[src/rtl/irq_ctrl_pkg.sv]
package irq_ctrl_pkg;
  localparam int unsigned NUM_SRC = 32;
  localparam int unsigned REG_AW  = 2;

  localparam logic [REG_AW-1:0] ADDR_ENABLE  = 2'd0;
  localparam logic [REG_AW-1:0] ADDR_STATUS  = 2'd1;
  localparam logic [REG_AW-1:0] ADDR_EDGE    = 2'd2;
  localparam logic [REG_AW-1:0] ADDR_POL_LOW = 2'd3;

  localparam int unsigned SRC_FRAME_START = 0;
  localparam int unsigned SRC_FRAME_END   = 1;
  localparam int unsigned SRC_TX_FIRST    = 8;   // empty, almost-empty, almost-full, full
  localparam int unsigned SRC_RX_FIRST    = 12;  // same order as transmit group
  localparam int unsigned FIFO_FLAGS      = 4;
  localparam int unsigned CMD_BASE        = 16;  // channel c sits at CMD_BASE + c
  localparam int unsigned CMD_FIRST       = 1;
  localparam int unsigned CMD_LAST        = 6;

  function automatic logic [NUM_SRC-1:0] build_valid();
    logic [NUM_SRC-1:0] m;
    m = '0;
    m[SRC_FRAME_START] = 1'b1;
    m[SRC_FRAME_END]   = 1'b1;
    for (int f = 0; f < FIFO_FLAGS; f++) begin
      m[SRC_TX_FIRST + f] = 1'b1;
      m[SRC_RX_FIRST + f] = 1'b1;
    end
    for (int c = CMD_FIRST; c <= CMD_LAST; c++) m[CMD_BASE + c] = 1'b1;
    return m;
  endfunction

  localparam logic [NUM_SRC-1:0] VALID_MASK = build_valid();
endpackage

[src/rtl/irq_src_sync.sv]
module irq_src_sync #(
  parameter int unsigned WIDTH  = 32,
  parameter int unsigned STAGES = 2
) (
  input  logic             clk_i,
  input  logic             rst_ni,
  input  logic [WIDTH-1:0] d_i,
  output logic [WIDTH-1:0] q_o
);
  logic [WIDTH-1:0] stg_q [STAGES];

  always_ff @(posedge clk_i or negedge rst_ni) begin
    if (!rst_ni) begin
      for (int s = 0; s < STAGES; s++) stg_q[s] <= '0;
    end else begin
      stg_q[0] <= d_i;
      for (int s = 1; s < STAGES; s++) stg_q[s] <= stg_q[s-1];
    end
  end

  assign q_o = stg_q[STAGES-1];
endmodule

[src/rtl/irq_src_detect.sv]
module irq_src_detect #(
  parameter int unsigned            WIDTH = 32,
  parameter logic [WIDTH-1:0]       VALID = '1
) (
  input  logic             clk_i,
  input  logic             rst_ni,
  input  logic [WIDTH-1:0] sync_i,
  input  logic [WIDTH-1:0] edge_mode_i,
  input  logic [WIDTH-1:0] pol_low_i,
  output logic [WIDTH-1:0] set_o
);
  for (genvar i = 0; i < WIDTH; i++) begin : g_src
    if (VALID[i]) begin : g_impl
      logic act, prev_q;
      assign act = sync_i[i] ^ pol_low_i[i];
      always_ff @(posedge clk_i or negedge rst_ni) begin
        if (!rst_ni) prev_q <= 1'b0;
        else         prev_q <= act;
      end
      assign set_o[i] = edge_mode_i[i] ? (act & ~prev_q) : act;
    end else begin : g_none
      assign set_o[i] = 1'b0;
    end
  end
endmodule

[src/rtl/irq_regs.sv]
module irq_regs
  import irq_ctrl_pkg::*;
#(
  parameter int unsigned      WIDTH = NUM_SRC,
  parameter logic [WIDTH-1:0] VALID = '1
) (
  input  logic              clk_i,
  input  logic              rst_ni,
  input  logic              wr_i,
  input  logic [REG_AW-1:0] addr_i,
  input  logic [WIDTH-1:0]  wdata_i,
  input  logic [WIDTH-1:0]  set_i,
  output logic [WIDTH-1:0]  enable_o,
  output logic [WIDTH-1:0]  status_o,
  output logic [WIDTH-1:0]  edge_mode_o,
  output logic [WIDTH-1:0]  pol_low_o
);
  logic [WIDTH-1:0] enable_q, status_q, edge_q, pol_q, w1c;

  assign w1c = (wr_i && addr_i == ADDR_STATUS) ? wdata_i : '0;

  always_ff @(posedge clk_i or negedge rst_ni) begin
    if (!rst_ni) begin
      enable_q <= '0;
      status_q <= '0;
      edge_q   <= '0;
      pol_q    <= '0;
    end else begin
      // a set in the same cycle as a clear wins
      status_q <= ((status_q & ~w1c) | set_i) & VALID;
      if (wr_i && addr_i == ADDR_ENABLE)  enable_q <= wdata_i & VALID;
      if (wr_i && addr_i == ADDR_EDGE)    edge_q   <= wdata_i & VALID;
      if (wr_i && addr_i == ADDR_POL_LOW) pol_q    <= wdata_i & VALID;
    end
  end

  assign enable_o    = enable_q;
  assign status_o    = status_q;
  assign edge_mode_o = edge_q;
  assign pol_low_o   = pol_q;
endmodule

[src/rtl/irq_ctrl.sv]
module irq_ctrl
  import irq_ctrl_pkg::*;
#(
  parameter int unsigned SYNC_STAGES = 2
) (
  input  logic               clk_i,
  input  logic               rst_ni,
  input  logic [NUM_SRC-1:0] src_i,
  input  logic               reg_wr_i,
  input  logic [REG_AW-1:0]  reg_addr_i,
  input  logic [NUM_SRC-1:0] reg_wdata_i,
  output logic [NUM_SRC-1:0] reg_rdata_o,
  output logic               irq_o
);
  logic [NUM_SRC-1:0] sync_w, set_w, enable_w, status_w, edge_w, pol_w;

  irq_src_sync #(.WIDTH(NUM_SRC), .STAGES(SYNC_STAGES)) u_sync (
    .clk_i (clk_i),
    .rst_ni(rst_ni),
    .d_i   (src_i),
    .q_o   (sync_w)
  );

  irq_src_detect #(.WIDTH(NUM_SRC), .VALID(VALID_MASK)) u_detect (
    .clk_i      (clk_i),
    .rst_ni     (rst_ni),
    .sync_i     (sync_w),
    .edge_mode_i(edge_w),
    .pol_low_i  (pol_w),
    .set_o      (set_w)
  );

  irq_regs #(.WIDTH(NUM_SRC), .VALID(VALID_MASK)) u_regs (
    .clk_i      (clk_i),
    .rst_ni     (rst_ni),
    .wr_i       (reg_wr_i),
    .addr_i     (reg_addr_i),
    .wdata_i    (reg_wdata_i),
    .set_i      (set_w),
    .enable_o   (enable_w),
    .status_o   (status_w),
    .edge_mode_o(edge_w),
    .pol_low_o  (pol_w)
  );

  always_comb begin
    unique case (reg_addr_i)
      ADDR_ENABLE: reg_rdata_o = enable_w;
      ADDR_STATUS: reg_rdata_o = status_w;
      ADDR_EDGE:   reg_rdata_o = edge_w;
      default:     reg_rdata_o = pol_w;
    endcase
  end

  assign irq_o = |(status_w & enable_w);
endmodule

[config.mk]
export PLATFORM = sky130hd
export DESIGN_NAME = irq_ctrl
export DESIGN_NICKNAME = d
export VERILOG_FILES = /design/src/rtl/irq_ctrl_pkg.sv /design/src/rtl/irq_src_sync.sv /design/src/rtl/irq_src_detect.sv /design/src/rtl/irq_regs.sv /design/src/rtl/irq_ctrl.sv
export SDC_FILE = /design/constraint.sdc
export NUM_CORES = 1
export LEC_CHECK = 0
export CAP_MARGIN = 10
export CORE_ASPECT_RATIO = 0.75
export CORE_MARGIN = 4
export CORE_UTILIZATION = 50
export DETAILED_ROUTE_END_ITERATION = 7
export GPL_TIMING_DRIVEN = 0
export MAX_ROUTING_LAYER = met4
export PLACE_DENSITY = 0.85
export SYNTH_ARGS = -nofsm -noshare
export SYNTH_HDL_FRONTEND = slang
export SYNTH_SLANG_ARGS = --single-unit
[constraint.sdc]
create_clock -name clk_i -period 1.85 [get_ports clk_i]
set_clock_uncertainty 0.1 [all_clocks]
set_input_delay 0.37 -clock clk_i [delete_from_list [all_inputs] [get_ports clk_i]]
set_output_delay 0.37 -clock clk_i [all_outputs]
set_load 0.02 [all_outputs]
## Word level (Yosys, flattened, before mapping)

Index checks and enable logic that the tools add are counted.
Widths: inputs -> output; s select.

- Output and inout port bits: 33
- Register bits after elaboration: 126

- Reduce and logical (&&, ||, !) cells: 6
- Eq/ne operators: 3
- Multiplexer cells: 18
- Bitwise logic cells: 52

Operators with widths:

| kind | count |
|---|---|
| $pmux 23 s3 | 1 |
| $and 23x23->23 | 2 |
| $reduce_or 32->1 | 1 |
| $mux 23 | 1 |
| $not 23->23 | 1 |
| $or 23x23->23 | 1 |
| $and 1x1->1 | 16 |
| $mux 1 | 16 |
| $not 1->1 | 16 |
| $xor 1x1->1 | 16 |
| $eq 2x2->1 const B | 2 |
| $logic_and 1x1->1 | 4 |
| $eq 2x1->1 const B | 1 |
| $logic_not 2->1 | 1 |

## Logic depth before layout (Yosys ltp)

- Depth in word-level cells: 6
- Mapped depth: 5
- Mapped depth without buffers: 3

## By module

A second synthesis with hierarchy kept.

- Cell total of the unflattened synthesis: 455
- Area, all modules: 6,507.5 µm²

By module, submodules not included:

| module | cells an instance | instances | sequential area each (µm²) | area each (µm²) |
|---|---|---|---|---|
| irq_regs | 234 | 1 | 1,601.5 | 2,942.8 |
| irq_src_sync | 96 | 1 | 1,601.5 | 1,841.8 |
| irq_ctrl | 60 | 1 | 0.0 | 938.4 |
| irq_src_detect | 65 | 1 | 400.4 | 784.5 |

## Worst setup path before layout

No wires, ideal clock.

- Kind: input port to output port
- Start: input port reg_addr_i[0]
- End: output port reg_rdata_o[10]
- Required time: 1.380 ns
- Arrival: 1.326 ns
- Stages: 3
- Path buffers: 2
- Slack: 0.054 ns
- Cell sequence: buf_6 -> buf_4 -> mux4_2

- Longest elaborated chain between the ends: 2
- Elaborated cells between the ends (all ways): 4

Ends and longest elaborated chain:

| item | line | source |
|---|---|---|
| start: declaration | irq_ctrl.sv:10 | `input logic [REG_AW-1:0] reg_addr_i,` |
| $eq 2x2->1 (tied with other cells) | irq_ctrl.sv:47 | `unique case (reg_addr_i)` |
| $pmux 23 s3 (*) | irq_ctrl.sv:47 |  |
| end: declaration | irq_ctrl.sv:12 | `output logic [NUM_SRC-1:0] reg_rdata_o,` |

Every way passes the cells marked *; elsewhere a longest branch is shown, timed or not.

## Worst setup path after layout

- Start: register u_regs.status_q[15], in the netlist u_regs.status_o[15]
- End: output port irq_o

- Longest elaborated chain between the ends: 2

Ends and longest elaborated chain:

| item | line | source |
|---|---|---|
| start: declaration | irq_regs.sv:18 | `logic [WIDTH-1:0] enable_q, status_q, edge_q, pol_q, w1c;` |
| start signal: assignment | irq_regs.sv:30 | `status_q <= ((status_q & ~w1c) \| set_i) & VALID;` |
| $and 23x23->23 | irq_ctrl.sv:55 | `assign irq_o = \|(status_w & enable_w);` |
| $reduce_or 32->1 | irq_ctrl.sv:55 |  |
| end: declaration | irq_ctrl.sv:13 | `output logic irq_o` |

No other way between the ends.

==> reports/results.tsv <==
metric	value	unit
fp-row-count	29	
final.min_clock_period	2.05	ns
power.density	1040	nW/um2
ios	102	
path_clk_slew	0.07	ns
yosysSeqAreaShare	62.5	%
overflow	0	
cts_tree	built	
startpoint_type	flop	
fin_ws	-0.195	ns
drt_iter0_markers	149	
synth_area_leaders	dfrtp_1 63%, mux2_2 9.5%, mux4_2 8.0%	
yosysTopAreaCellShare	62.5	%
grt_antenna_before_repair	0	
die_area	10600	um2
path_buf_inv	1	
drt-total-wl	9940	um
cellLeakagePower	2.69	nW
slowest_stage	dfrtp_1	
core_area	8600	um2
synth_area	4480	um2
critPathRequiredTime	1.38	ns
status	finished, violations left	
numCtsBuffers	9	
dr.pass1.iters	4	
ir_worst_vdd	0.568	mV
violations	negative setup slack	
hold_class	reg -> reg	
start_util	52.1	%
ys_types	19	
die_h	90.0	um
layout.nets	467	
area_growth	33.6	%
yosys.area.top_type	dfrtp_1	
path_max_fanout	2	
drv_slew	0	
crit_arrival	1.58	ns
hpwl	5660	um
crit_type	reg -> out	
maxCapViolCount	0	
grt_pass1_wl	15800	um
fin_setup_tns	-0.925	ns
grt_pass1_vias	2940	
grt_max_degree	78	
gp_congestion	0.752	
end_kind	primary output	
synthCells	279	
placement.io_buffers	53	
max-clock-path-buffers	2	
fillCellCount	523	
die_w	117	um
antenna_cells	0	
yosysWarnings	0	
routed-via-count	2746	
setup_viol	13	
cts-htree-levels	3	
viasPerCell	5.37	
slowest_delay	0.40	ns
final_layout_size_suffix_gt1_share	42.4	%
hold_violations	0	
syn_area_per_cell	16.1	um2
antenna_left	0	
fmax	489	MHz
rsz0062_at_grt	true	
cp_cell_sequence	a22o_1 -> a221oi_2 -> nand4_1 -> buf_6	
ys_ff_latch	112	
clk_latency	0.34	ns
drc	0	
grt.total_usage	19.5	%
path_delay_family	compound AO/OA/AOI/OAI gates	
period_share	111	%
wl_per_cell	19.5	um
fin_util	69.6	%
clockRootBuffer	clkbuf_16	
cts.sinks	112	
[cell usage after synthesis]
master,instances
conb_1,1
buf_12,1
dfrtp_1,112
nand3b_4,1
nand2_1,32
a22o_1,20
nor3b_4,1
nand4_1,1
buf_2,1
clkbuf_2,1
buf_4,20
nand3_2,1
a221oi_1,4
mux2_4,10
mux4_2,16
buf_6,2
and3b_2,1
mux2_2,38
xor2_1,16
[worst reg2reg max path: stages (launching register included)]
cell     delay (ns)
dfrtp_1        0.39
buf_4          0.15
xor2_1         0.17
a22o_1         0.23
[power breakdown]
| part | internal, mW | switching [mW] |
|---|---|---|
| clock | 0.919 | 0.854 |
| combinational | 0.836 | 0.579 |
| sequential | 2.81 | 0.254 |
[final timing paths]
kind | from | end | slack, ns | cells after the start
min in group asynchronous | rst_ni | u_sync.stg_q[40] | 0.42 | 2
max in group asynchronous | rst_ni | u_regs.enable_o[21] | 0.51 | 3
setup reg to reg | u_regs.pol_low_o[21] | u_regs.status_o[21] | 0.71 | 3
setup / recovery | u_regs.status_o[15] | irq_o | -0.20 | 4
hold reg to reg | u_sync.stg_q[47] | u_sync.q_o[15] | 0.25 | 0
hold / removal | u_sync.stg_q[47] | u_sync.q_o[15] | 0.25 | 0
[flip-flops by register name, indices dropped and copies added, names as in the netlist]
| register | count |
|---|---|
| u_regs.edge_mode_o | 16 |
| u_regs.enable_o | 16 |
| u_regs.pol_low_o | 16 |
| u_sync.q_o | 16 |
| u_regs.status_o | 16 |
| u_detect.g_src.g_impl.prev_q | 16 |
| u_sync.stg_q | 16 |
[per-layer routing]
metal  global-route usage, %  up-vias  wire length (um)
met5                       -        -                 0
met4                    5.96        0               225
met3                    4.83       23               645
met2                    30.0      111              4900
li1                        -     1215                 -
met1                    26.1     1397              4170
[area by class of cell]
type	count	area, um2	share of cell area (%)
sequential	112	2800	46.8
clock inverter	6	43.8	0.731
buffer	25	239	3.99
timing repair buffer	93	980	16.4
clock buffer	10	229	3.82
tap	108	135	2.26
multi-input combinational	157	1560	26.0
[what timing repair did]
item | CTS | global route
hold buffers | 1 | 0
setup buffers | 26 | 9
pin swaps | 2 | 2
cloned | 3 | 0
resized for setup | 125 | 6
hold endpoints to repair | 35 | 0
endpoints found under the setup margin | 26 | 17
[per-stage QoR]
step | cell area (um2) | setup WS, ns | power (mW) | instances | hold WS [ns]
finish | 5990 | -0.195 | 6.25 | 511 | 0.250
global route | 5990 | -0.254 | 6.52 | 511 | 0.260
CTS | 5880 | -0.173 | 6.16 | 502 | 0.251
detailed placement | 5230 | -1.12 | 4.21 | 456 | 0.235
global placement | 5200 | -3.69 | 4.16 | 455 | 0.232
floorplan | 4540 | 0.0537 | 3.75 | 294 | -0.0256
[kinds of logic (layout without fill, tap and decap cells)]
kind of cell / after synthesis / count (layout) / share of synthesized area, %
flops: 112 / 112 / 62.5
other cells: 1 / 16 / 0.0836
xor+xnor: 16 / 16 / 3.13
simple gates: 37 / 37 / 4.13
compound gates: 24 / 24 / 4.69
buf+inv: 25 / 134 / 4.52
mux: 64 / 64 / 20.9
[placed cells by master, fill, tap and decap left out, drive strengths merged]
cell type	instances
nand4	1
nor3b	1
dfrtp	112
inv	1
nand3	1
nand3b	1
dlygate4sd3	1
and3b	1
buf	82
clkdlybuf4s50	33
bufbuf	1
clkbuf	11
a221oi	4
mux2	48
clkinvlp	1
clkinv	4
mux4	16
nand2	32
conb	16
a22o	20
xor2	16
No activity file was read; power rests on OpenSTA's default activity.
